===== src/rtl/busdec_pkg.sv =====
package busdec_pkg;

  // True when a low address byte falls inside an I/O register window.
  function automatic logic in_window(input int unsigned value,
                                     input int unsigned base,
                                     input int unsigned count);
    return (value >= base) && (value < base + count);
  endfunction

  // Active-low one-hot vector for a slot index, width up to 32.
  function automatic logic [31:0] onehot_n(input int unsigned idx,
                                           input logic hit);
    logic [31:0] v;
    v = '1;
    if (hit) v[idx[4:0]] = 1'b0;
    return v;
  endfunction

endpackage


===== src/rtl/lo_addr_hold.sv =====
module lo_addr_hold #(
  parameter int LO_W = 8
) (
  input  logic            clk,
  input  logic            rst,
  input  logic            ale,
  input  logic [LO_W-1:0] ad_bus,
  output logic [LO_W-1:0] lo_addr,
  output logic            capture
);
  logic [LO_W-1:0] held_q;

  assign capture = ale && !rst;

  always_ff @(posedge clk) begin
    if (rst)          held_q <= '0;
    else if (capture) held_q <= ad_bus;
  end

  // Transparent while the enable is high, held copy afterwards.
  always_comb begin
    if (rst)          lo_addr = '0;
    else if (ale)     lo_addr = ad_bus;
    else              lo_addr = held_q;
  end
endmodule


===== src/rtl/mem_decode.sv =====
module mem_decode #(
  parameter int FIELD_W  = 3,
  parameter int ROM_SLOT = 0,
  parameter int RAM_SLOT = 1
) (
  input  logic               rst,
  input  logic               io_m,
  input  logic [FIELD_W-1:0] field,
  output logic               rom_n,
  output logic               ram_n,
  output logic               outside_hit
);
  localparam int SLOTS = 1 << FIELD_W;

  logic [SLOTS-1:0] slot_n;
  logic [SLOTS-1:0] used_mask;
  logic             enable;

  assign enable = !io_m && !rst;

  genvar g;
  generate
    for (g = 0; g < SLOTS; g++) begin : g_slot
      assign slot_n[g]    = !(enable && (field == FIELD_W'(g)));
      assign used_mask[g] = (g == ROM_SLOT) || (g == RAM_SLOT);
    end
  endgenerate

  assign rom_n       = slot_n[ROM_SLOT];
  assign ram_n       = slot_n[RAM_SLOT];
  assign outside_hit = !(&(slot_n | used_mask));
endmodule


===== src/rtl/io_decode.sv =====
module io_decode
  import busdec_pkg::*;
#(
  parameter int LO_W     = 8,
  parameter int IO_BASE  = 8'h80,
  parameter int IO_PORTS = 4
) (
  input  logic                rst,
  input  logic                io_m,
  input  logic [LO_W-1:0]     lo_addr,
  output logic [IO_PORTS-1:0] sel_n,
  output logic                io_hit
);
  logic enable;
  assign enable = io_m && !rst;
  assign io_hit = enable && in_window(int'(lo_addr), IO_BASE, IO_PORTS);

  genvar g;
  generate
    for (g = 0; g < IO_PORTS; g++) begin : g_port
      assign sel_n[g] = !(enable && (int'(lo_addr) == IO_BASE + g));
    end
  endgenerate
endmodule


===== src/rtl/strobe_gate.sv =====
module strobe_gate (
  input  logic rst,
  input  logic rd_n_in,
  input  logic wr_n_in,
  output logic rd_n,
  output logic wr_n,
  output logic conflict
);
  assign conflict = !rd_n_in && !wr_n_in;
  assign rd_n     = rst || rd_n_in || conflict;
  assign wr_n     = rst || wr_n_in || conflict;
endmodule


===== src/rtl/bus_demux_decoder.sv =====
module bus_demux_decoder #(
  parameter int ADDR_W   = 16,
  parameter int LO_W     = 8,
  parameter int FIELD_W  = 3,
  parameter int ROM_SLOT = 0,
  parameter int RAM_SLOT = 1,
  parameter int IO_BASE  = 8'h80,
  parameter int IO_PORTS = 4
) (
  input  logic                clk,
  input  logic                rst,
  input  logic                ale,
  input  logic [LO_W-1:0]     ad_bus,
  input  logic [ADDR_W-LO_W-1:0] addr_hi,
  input  logic                io_m,
  input  logic                rd_n_in,
  input  logic                wr_n_in,
  output logic [ADDR_W-1:0]   addr,
  output logic                rom_cs_n,
  output logic                ram_cs_n,
  output logic [IO_PORTS-1:0] io_cs_n,
  output logic                rd_n,
  output logic                wr_n
);
  localparam int HI_W = ADDR_W - LO_W;

  logic [LO_W-1:0] lo_addr;
  logic            capture;
  logic            outside_hit;
  logic            io_hit;
  logic            strobe_conflict;

  lo_addr_hold #(.LO_W(LO_W)) u_hold (
    .clk(clk), .rst(rst), .ale(ale), .ad_bus(ad_bus),
    .lo_addr(lo_addr), .capture(capture)
  );

  assign addr = {addr_hi[HI_W-1:0], lo_addr};

  mem_decode #(.FIELD_W(FIELD_W), .ROM_SLOT(ROM_SLOT), .RAM_SLOT(RAM_SLOT)) u_mem (
    .rst(rst), .io_m(io_m), .field(addr[ADDR_W-1 -: FIELD_W]),
    .rom_n(rom_cs_n), .ram_n(ram_cs_n), .outside_hit(outside_hit)
  );

  io_decode #(.LO_W(LO_W), .IO_BASE(IO_BASE), .IO_PORTS(IO_PORTS)) u_io (
    .rst(rst), .io_m(io_m), .lo_addr(lo_addr), .sel_n(io_cs_n), .io_hit(io_hit)
  );

  strobe_gate u_strobe (
    .rst(rst), .rd_n_in(rd_n_in), .wr_n_in(wr_n_in),
    .rd_n(rd_n), .wr_n(wr_n), .conflict(strobe_conflict)
  );
endmodule


===== config.mk =====
export PLATFORM = sky130hd
export DESIGN_NAME = bus_demux_decoder
export DESIGN_NICKNAME = d
export VERILOG_FILES = /design/src/rtl/busdec_pkg.sv /design/src/rtl/lo_addr_hold.sv /design/src/rtl/mem_decode.sv /design/src/rtl/io_decode.sv /design/src/rtl/strobe_gate.sv /design/src/rtl/bus_demux_decoder.sv
export SDC_FILE = /design/constraint.sdc
export NUM_CORES = 1
export LEC_CHECK = 0
export BUFFER_PORTS_ARGS = -buffer_cell sky130_fd_sc_hd__buf_2
export CAP_MARGIN = 15
export CORE_UTILIZATION = 38
export CTS_CLUSTER_DIAMETER = 150
export DETAILED_ROUTE_END_ITERATION = 10
export PLACE_DENSITY_LB_ADDON = 0.08
export RECOVER_POWER = 50
export SLEW_MARGIN = 15
export SYNTH_ARGS = -nofsm -noshare
export SYNTH_HDL_FRONTEND = slang
export SYNTH_HIERARCHICAL = 1
export SYNTH_SLANG_ARGS = --single-unit

===== constraint.sdc =====
create_clock -name clk -period 2.75 [get_ports clk]
set_clock_uncertainty 0.1 [all_clocks]
set_input_delay 0.1375 -clock clk [delete_from_list [all_inputs] [get_ports clk]]
set_output_delay 0.1375 -clock clk [all_outputs]
set_load 0.01 [all_outputs]

# Yosys cells after proc, flatten, opt, wreduce, memory -nomap -nowiden
# Cells that the tools add are included.
[totals]
register_bits = 8
output_inout_bits = 24
wordCells = 33
[op_classes]
eq_ne = 5
muxes = 2
reduce_logical = 25
[op_table]
columns = ["operator", "count"]
rows = [
  ["equality test 8 bit (second input constant)", 4],
  ["two-way mux 8 bit", 2],
  ["logical AND 1 bit", 10],
  ["logical NOT 1 bit", 10],
  ["logical OR 1 bit", 4],
  ["equality test 3 x 1 -> 1 bit (second input constant)", 1],
  ["logical NOT 3 bit", 1],
]

# Longest topological paths before layout
# Gate-level depths: netlist of run 1.
[depth]
depth_word = 5
mapped_depth = 5
depth_no_buf = 4

# Cells and area by module
# The synthesis of run 1 kept the hierarchy.
[by_module_without_submodules]
columns = ["module", "instances", "cells_per_inst", "area_each_um2", "seq_area_each_um2"]
rows = [
  ["lo_addr_hold", 1, 36, 330.3, 160.2],
  ["io_decode", 1, 8, 72.6, 0.0],
  ["bus_demux_decoder", 1, 8, 60.1, 0.0],
  ["mem_decode", 1, 5, 31.3, 0.0],
  ["strobe_gate", 1, 3, 21.3, 0.0],
]

# Least setup slack after synthesis of run 1
# No wires, ideal clock.
[synth_timing]
kind = "input -> output"
start = "in ale"
end = "out io_cs_n[1]"
arrival_ps = 1142
required_time_ps = 2513
setup_slack_ps = 1371
cell_stages = 5
n_path_buf = 1
cell_sequence = "buf_6 > mux2i_1 > nor2_1 > nor4_4 > nand4b_1"
[synth_via]
elab_chain_len = 5
[synth_rtl]
columns = ["item", "line_no", "text"]
rows = [
  ["start: declaration", "bus_demux_decoder.sv:12", "input logic ale,"],
  ["two-way mux 8 bit", "lo_addr_hold.sv:23", "else if (ale) lo_addr = ad_bus;"],
  ["two-way mux 8 bit", "lo_addr_hold.sv:22", "if (rst) lo_addr = '0;"],
  ["named net addr[3]", "bus_demux_decoder.sv:18", "output logic [ADDR_W-1:0] addr,"],
  ["equality test 8 bit", "io_decode.sv:21", "assign sel_n[g] = !(enable && (int'(lo_addr) == IO_BASE + g));"],
  ["logical AND 1 bit", "io_decode.sv:21", ""],
  ["logical NOT 1 bit", "io_decode.sv:21", ""],
  ["end: declaration", "bus_demux_decoder.sv:21", "output logic [IO_PORTS-1:0] io_cs_n,"],
]
# The timed path passes the listed nets, and every way through them passes these cells.

# Worst setup path after layout of run 1
[layout_timing]
start = "reg u_hold.held_q[3]"
end = "out io_cs_n[1]"
[layout_via]
elab_chain_len = 5
[layout_rtl]
columns = ["item", "line_no", "text"]
rows = [
  ["start: declaration", "lo_addr_hold.sv:11", "logic [LO_W-1:0] held_q;"],
  ["start signal: assignment", "lo_addr_hold.sv:17", "else if (capture) held_q <= ad_bus;"],
  ["two-way mux 8 bit", "lo_addr_hold.sv:23", ""],
  ["two-way mux 8 bit", "lo_addr_hold.sv:22", ""],
  ["equality test 8 bit", "io_decode.sv:21", ""],
  ["logical AND 1 bit", "io_decode.sv:21", ""],
  ["logical NOT 1 bit", "io_decode.sv:21", ""],
]
# No other way between the ends.

==> impl_metrics.ini, run 1 <==
[power]
power_density_mw_per_mm2 = 441
irDropWorstVdd_mv = 0.411
p_leak_nw = 0.304

[sta]
setup-violations-final = 0
tightest_slew_ns = 0.297
fin_crit_sh = 0.614
hold_viol_final = 0
tns_ns = 0
period_minus_slack_ns = 1.69
max_freq_ghz = 0.592
grt_setup_unrepaired = no
relSlewSlack = 0.801
drv_slew = 0

[placed_design]
portBuffers = 35
globalplace.congestion = 0.691
dpl.hpwl_um = 817
placed_area_um2 = 599

[clock_network]
cts_setup_buffers = 0
cts_buffers = 3
clk_latency_ns = 0.25
clockBufferDepth = 2
cts_tree = yes
ctsHtreeMaxLevel = 1
clk_pin_slew_ns = 0.05
cts_root_buf = clkbuf_4
cts_resized = 0
postCtsHoldBufs = 0
cts.sinks = 8

[run]
maxCapViolCount = 0

[logic_synthesis]
synth_fp_nets = 77
syn_area_um2 = 490
syn_area_per_cell_um2 = 8.92
yosys_warnings = 6
postSynthCellCount = 55

[grt]
overflow = 0
grt_pass1_wl_um = 1300
antenna_found_initial = 0
grt_pass1_vias = 336
grt_max_degree = 21
grt_util_all_layers = 0.133

[floorplan]
die_area_mm2 = 0.00144
fp.coreArea_mm2 = 0.00116
initial_core_util = 0.424
std_cell_rows = 12
pin_count = 46
die_x_um = 37.9
die_y_um = 37.9

[min_path]
min_path_cells = 3
hp-start = ad_bus[4]
hold_class = input port to register
hold_path_end = u_hold/held_q[4]$_SDFFE_PP0P_

[cells_and_area]
largest_reg_flops = 8
nets = 106
largestRegisters = u_hold/held_q (8)
fin_util = 0.535
antenna_cells = 0
regMostFlops = u_hold/held_q
stdcell_area_um2 = 618
drive_gt1_frac = 0.463
syn2layout_area_growth_pct = 26.0

[detailed_routing]
drtIter0Drc = 7
drt_first_pass_iters = 4
vias_per_cell = 4.57
postRouteAntennaNets = 0
via_count = 439
wl_um = 976
wl_per_cell_um = 10.2
drc_errors = 0

[critical_path]
reg2reg_from = u_hold/held_q[6]$_SDFFE_PP0P_
rrSetupSlack_ns = 2.00
crit_type = register to output port
worstPathArrival_ns = 1.45
cp_top_family = simple AND/OR/NAND/NOR gates
end_kind = output port
crit_path_max_incr_delay_ns = 0.37
cp.depth = 5
critPathBufInv = 1
start_kind = register
rr_worst_depth = 2
cp.required_ns = 2.51
crit_chain = mux2i_1 > nor2_1 > nor4_4 > nand4b_1 > buf_2
worstPathMaxFanout = 4
slowest_stage = nor4_4
r2r-end = u_hold/held_q[6]$_SDFFE_PP0P_

[status]
status = finished clean
[stage by stage]
step | setup WS, ns | std cells | power (W) | hold slack [ns]
floorplan | 1.39 | 55 | 0.000177 | 0.204
global placement | 1.15 | 93 | 0.000191 | 0.175
detailed placement | 1.13 | 93 | 0.000191 | 0.175
CTS | 1.04 | 96 | 0.000279 | 0.0473
global route | 0.930 | 96 | 0.000292 | 0.0693
finish | 1.06 | 96 | 0.000273 | 0.0524
[per-layer routing]
metal / global-route usage / wire length (um)
met4: 0.0268 / 0
met2: 0.220 / 489
met3: 0.0698 / 92
met1: 0.152 / 394
met5: 0 / 0
[layout make-up]
cell class	instances	area [um^2]
Fill cell	134	538
Multi-Input combinational cell	36	246
Timing Repair Buffer	35	171
Sequential cell	8	160
Clock buffer	3	22.5
Tap cell	14	17.5
[power breakdown]
group	internal, W	switching [W]	total [W]
registers	0.000123	0.00000155	0.000125
logic	0.0000284	0.0000342	0.0000626
clock network	0.0000497	0.0000359	0.0000855
[placed cells by master, fill, tap and decap left out, types with 2 or more instances in the layout]
cell / count
nor2_1: 17
nand4b_1: 2
dfxtp_1: 8
buf_2: 32
clkbuf_1: 3
or3b_1: 2
mux2i_1: 8
clkbuf_4: 3
[worst max path at each step]
stage	startpoint	end	slack, ns
2_1_floorplan	ale	io_cs_n[1]	1.39
3_3_place_gp	ale	io_cs_n[3]	1.15
3_5_place_dp	ale	io_cs_n[1]	1.13
4_1_cts	u_hold/held_q[3]$_SDFFE_PP0P_	io_cs_n[1]	1.04
5_1_grt	u_hold/held_q[3]$_SDFFE_PP0P_	io_cs_n[3]	0.93
6_report	u_hold/held_q[3]$_SDFFE_PP0P_	io_cs_n[1]	1.06
[worst register-to-register path: cells and delay by family (launching register included)]
kind,cells,cell delay (ns)
flops,1,0.29
mux,1,0.18
simple gates,1,0.06
No activity file was read; power rests on OpenSTA's default activity.
==> run 2: changes to the inputs <==
--- a/config.mk
+++ b/config.mk
@@ -7,7 +7,7 @@
 export LEC_CHECK = 0
 export BUFFER_PORTS_ARGS = -buffer_cell sky130_fd_sc_hd__buf_2
 export CAP_MARGIN = 15
-export CORE_UTILIZATION = 38
+export CORE_UTILIZATION = 35
 export CTS_CLUSTER_DIAMETER = 150
 export DETAILED_ROUTE_END_ITERATION = 10
 export PLACE_DENSITY_LB_ADDON = 0.08
==> constraint.sdc (replaced) <==
create_clock -name clk -period 1.7 [get_ports clk]
set_clock_uncertainty 0.1 [all_clocks]
set_input_delay 0.085 -clock clk [delete_from_list [all_inputs] [get_ports clk]]
set_output_delay 0.085 -clock clk [all_outputs]
set_load 0.01 [all_outputs]
==> impl_metrics.ini, run 2 (synthesized netlist as in run 1, its figures left out) <==
[sta]
period_minus_slack_ns = 1.63
fin_crit_sh = 0.958
grt_setup_unrepaired = yes
relSlewSlack = 0.781
tightest_slew_ns = 0.328
max_freq_ghz = 0.614
hold_viol_final = 0
whs_ns = 0.00118
setup-violations-final = 0
drv_slew = 0

[min_path]
min_path_cells = 3
hold_class = input port to register
hp-start = ad_bus[1]
hold_path_end = u_hold/held_q[1]$_SDFFE_PP0P_

[cells_and_area]
final_common_cell = buf_2
ff_latch_area_um2 = 160
nFillCells = 148
nets = 108
largestRegisters = u_hold/held_q (8)
most-common-layout-cells = buf_2, nor2_1, dfxtp_1, mux2i_1
antenna_cells = 0
syn2layout_area_growth_pct = 32.4
multi_input_area_um2 = 259
drive_gt1_frac = 0.512
largest_reg_flops = 8
regMostFlops = u_hold/held_q
fin_cells = 99

[critical_path]
reg2reg_from = u_hold/held_q[3]$_SDFFE_PP0P_
end_kind = output port
r2r-end = u_hold/held_q[3]$_SDFFE_PP0P_
worstPathArrival_ns = 1.44
rr_worst_depth = 3
worstPathMaxFanout = 4
rrSetupSlack_ns = 0.39
start_kind = register
cp.required_ns = 1.51
crit_type = register to output port

[power]
power_density_mw_per_mm2 = 703
irDropWorstVdd_mv = 0.351
p_leak_nw = 0.307

[detailed_routing]
drt_first_pass_iters = 4
postRouteAntennaNets = 0
wl_per_cell_um = 10.4
wl_um = 1030
via_count = 476
drc_errors = 0
drtIter0Drc = 6
vias_per_cell = 4.81

[grt]
grt_max_degree = 21
overflow = 0
antenna_found_initial = 0
grt_pass1_vias = 351
grt_util_all_layers = 0.140
grt_pass1_wl_um = 1440

[clock_network]
cts.sinks = 8
clk_latency_ns = 0.25
clk_pin_slew_ns = 0.06
cts_tree = yes
cts_root_buf = clkbuf_4
ctsHtreeMaxLevel = 1
clockBufferDepth = 2
cts_buffers = 3

[placed_design]
globalplace.congestion = 0.679
dpl.hpwl_um = 820
portBuffers = 35
dpl.cell_count = 94

[floorplan]
initial_core_util = 0.377
pin_count = 46
die_area_mm2 = 0.00156
fp.coreArea_mm2 = 0.00130
die_x_um = 39.4
std_cell_rows = 13
die_y_um = 39.4

[status]
status = finished clean

[run]
maxCapViolCount = 0
[run 2: cell types whose count changed in the layout (fill, tap and decap cells not counted), sizes merged]
| cell | change |
|---|---|
| dlygate4sd3 | +1 |
| buf | +1 |
[run 2: power by group]
part	switching, W	total, W	internal [W]	leakage [nW]
clock	0.0000628	0.000143	0.0000807	0.0138
sequential	0.00000312	0.000202	0.000199	0.0661
combinational	0.0000587	0.000111	0.0000528	0.227
[run 2: area by class of cell]
cell class,instances,area share
tap,15,0.0289
clock buffer,3,0.0347
multi-input combinational,36,0.399
sequential,8,0.247
timing repair buffer,37,0.291
[run 2: repair_timing]
action | in CTS | in global routing
hold buffers | 1 | 0
resized for setup | 0 | 4
endpoints found under the hold margin | 1 | 0
buffers inserted | 0 | 1
setup endpoints to repair | 0 | 4
[run 2: routing by layer]
metal,global-route usage,routed length [um]
met5,0,0
met4,0.103,8
met3,0.0227,125
met2,0.209,481
met1,0.177,417
[run 2: through the flow]
stage | total power (W) | worst slack [ns] | util | setup TNS, ns | instance area [um^2]
after detailed placement | 0.000309 | 0.161 | 0.462 | 0 | 601
after global placement | 0.000309 | 0.178 | 0.462 | 0 | 601
after CTS | 0.000459 | 0.0388 | 0.487 | 0 | 633
after global routing | 0.000485 | -0.0699 | 0.499 | -0.149 | 649
after floorplan | 0.000287 | 0.445 | - | 0 | 490
final | 0.000457 | 0.0706 | 0.499 | 0 | 649
[run 2: critical path: stages (launching register included)]
cell and delay (ns):
dfxtp_1 0.30, mux2i_1 0.18, nor2_2 0.08, nor4_4 0.36, nand4b_1 0.13, buf_2 0.15
[run 2: worst max path at each step]
stage / from / endpoint / slack [ns]
after floorplan: u_hold/held_q[3]$_SDFFE_PP0P_ / io_cs_n[1] / 0.45
after global placement: ale / io_cs_n[1] / 0.18
after detailed placement: ale / io_cs_n[2] / 0.16
after CTS: u_hold/held_q[2]$_SDFFE_PP0P_ / io_cs_n[2] / 0.04
after global routing: u_hold/held_q[3]$_SDFFE_PP0P_ / io_cs_n[3] / -0.07
final: u_hold/held_q[3]$_SDFFE_PP0P_ / io_cs_n[1] / 0.07
==> run 3: changes to the inputs <==
--- a/config.mk
+++ b/config.mk
@@ -7,7 +7,7 @@
 export LEC_CHECK = 0
 export BUFFER_PORTS_ARGS = -buffer_cell sky130_fd_sc_hd__buf_2
 export CAP_MARGIN = 15
-export CORE_UTILIZATION = 35
+export CORE_UTILIZATION = 36
 export CTS_CLUSTER_DIAMETER = 150
 export DETAILED_ROUTE_END_ITERATION = 10
 export PLACE_DENSITY_LB_ADDON = 0.08
@@ -15,5 +15,4 @@
 export SLEW_MARGIN = 15
 export SYNTH_ARGS = -nofsm -noshare
 export SYNTH_HDL_FRONTEND = slang
-export SYNTH_HIERARCHICAL = 1
 export SYNTH_SLANG_ARGS = --single-unit
==> impl_metrics.ini, run 3 <==
[status]
status = finished clean

[detailed_routing]
postRouteAntennaNets = 0
wl_um = 1080
via_count = 495
drt_first_pass_iters = 4
drtIter0Drc = 10
drc_errors = 0
vias_per_cell = 4.76
wl_per_cell_um = 10.4

[power]
p_leak_nw = 0.332
power_density_mw_per_mm2 = 694
p_sw_w = 0.000122
irDropWorstVdd_mv = 0.456
pwr-share-clk = 0.320
power.internal_w = 0.000324
power.share.combinational = 0.225
swShare = 0.273
p_seq_frac = 0.455

[logic_synthesis]
synth_seq_area_share = 0.303
syn_area_um2 = 529
ys_top_cells_by_count = nor2_1, buf_4, dfxtp_1
synth_area_leader_cell = dfxtp_1
synthTopCellsByArea = dfxtp_1, mux2i_1, buf_4, nor2_1, a31oi_4
syn_area_per_cell_um2 = 8.54
yosys_warnings = 0
async_flop_share = 0
yosysMostFrequentCell = nor2_1
synth_fp_nets = 84
ys_ff_latch = 8
yosys.area.top_type_share = 0.303
synth-main-ff-cell = dfxtp_1
yosysUniqueCellTypes = 25
synth_edf_count = 0
postSynthCellCount = 62

[floorplan]
pin_count = 46
die_x_um = 40.3
initial_core_util = 0.397
fp.coreArea_mm2 = 0.00133
die_y_um = 40.3
die_area_mm2 = 0.00163
std_cell_rows = 13

[critical_path]
crit_path_max_incr_delay_ns = 0.36
cp_top_family = compound AO/OA/AOI/OAI gates
worstPathMaxFanout = 6
cp.depth = 4
slowest_stage = a31oi_1
start_kind = register
startpoint = u_hold.held_q[0]$_SDFFE_PP0P_
reg2reg_from = u_hold.held_q[0]$_SDFFE_PP0P_
cp-endpoint = io_cs_n[3]
rr_worst_depth = 3
rrSetupSlack_ns = 0.61
r2r-end = u_hold.held_q[0]$_SDFFE_PP0P_
end_kind = output port
cp.required_ns = 1.51
critPathBufInv = 1
crit_chain = and2b_4 > a31oi_1 > nand4bb_1 > buf_2
worstPathArrival_ns = 1.36
crit_type = register to output port

[grt]
grt_pass1_vias = 315
overflow = 0
grt_util_all_layers = 0.121
antenna_found_initial = 0
grt_pass1_wl_um = 1280
grt_max_degree = 20

[clock_network]
cts_tree = yes
cts_buffers = 3
cts_root_buf = clkbuf_4
postCtsHoldBufs = 0
cts.sinks = 8
clk_pin_slew_ns = 0.05
cts_resized = 0
clk_latency_ns = 0.25
clockBufferDepth = 2
cts_setup_buffers = 0
ctsHtreeMaxLevel = 1

[cells_and_area]
drive_gt1_frac = 0.404
syn2layout_area_growth_pct = 21.5
largestRegisters = u_hold.held_q (8)
largest_reg_flops = 8
regMostFlops = u_hold.held_q
fin_cells = 104
fin_util = 0.482
most-common-layout-cells = buf_2, nor2_1, dfxtp_1, mux2i_1
final_common_cell = buf_2
nets = 113
antenna_cells = 0

[placed_design]
dp_worst_setup_slack_ns = 0.402
portBuffers = 35
dpl.cell_count = 101
dpl.hpwl_um = 807
globalplace.congestion = 0.595

[run]
maxCapViolCount = 0

[sta]
fin_crit_sh = 0.911
setup-violations-final = 0
drv_slew = 0
tightest_slew_ns = 0.451
relSlewSlack = 0.698
tns_ns = 0
fin_ws_ns = 0.151
period_minus_slack_ns = 1.55
hold_viol_final = 0
grt_setup_unrepaired = no
max_freq_ghz = 0.646

[min_path]
hold_class = input port to register
-- run 3: logic make-up after synthesis --
kind of cell	count (synthesis)	share of synthesized area
AO/OA/AOI/OAI	4	0.0898
AND/OR/NAND/NOR	30	0.303
buffers and inverters	13	0.165
flip-flops	8	0.303
multiplexers	7	0.139
-- run 3: cell type report --
type | instances | area, um^2
timing repair buffer | 35 | 171
multi-input combinational | 41 | 263
clock buffer | 3 | 22.5
sequential | 8 | 160
fill | 139 | 691
inverter | 2 | 7.51
tap | 15 | 18.8
-- run 3: worst reg2reg max path: stages (launching register included) --
cell	delay, ns
dfxtp_1	0.29
and2b_4	0.14
a31oi_1	0.36
nor2_1	0.07
-- run 3: how the worst min path moves through the flow --
stage	start	to	slack [ns]	cells past startpoint
floorplan	addr_hi[5]	ram_cs_n	0.14	1
global route	ad_bus[6]	u_hold.held_q[6]$_SDFFE_PP0P_	0.02	3
detailed placement	addr_hi[3]	addr[11]	0.07	0
global placement	addr_hi[3]	addr[11]	0.07	0
finish	ad_bus[6]	u_hold.held_q[6]$_SDFFE_PP0P_	0.004	3
CTS	ad_bus[6]	u_hold.held_q[6]$_SDFFE_PP0P_	0.001	3
-- run 3: metal layers --
metal	routed length [um]	vias up	GRT usage
li1	-	263	-
met1	526	202	0.164
met2	417	28	0.167
met3	128	2	0.0167
met4	5	0	0.100
met5	0	-	0
-- run 3: power by group through the flow --
stage	Combinational, W	Sequential (W)	Clock, W
final	0.000100	0.000203	0.000143
after global routing	0.000112	0.000204	0.000157
after CTS	0.000106	0.000203	0.000149
after detailed placement	0.000106	0.000207	0
after global placement	0.000106	0.000207	0
after floorplan	0.0000822	0.000206	0
-- run 3: through the flow --
stage,hold slack [ns],instance area (um^2),total power [W]
after floorplan,0.136,529,0.000288
after global placement,0.0701,643,0.000313
after detailed placement,0.0701,643,0.000313
after CTS,0.00104,666,0.000458
after global routing,0.0153,643,0.000473
final,0.00361,643,0.000446
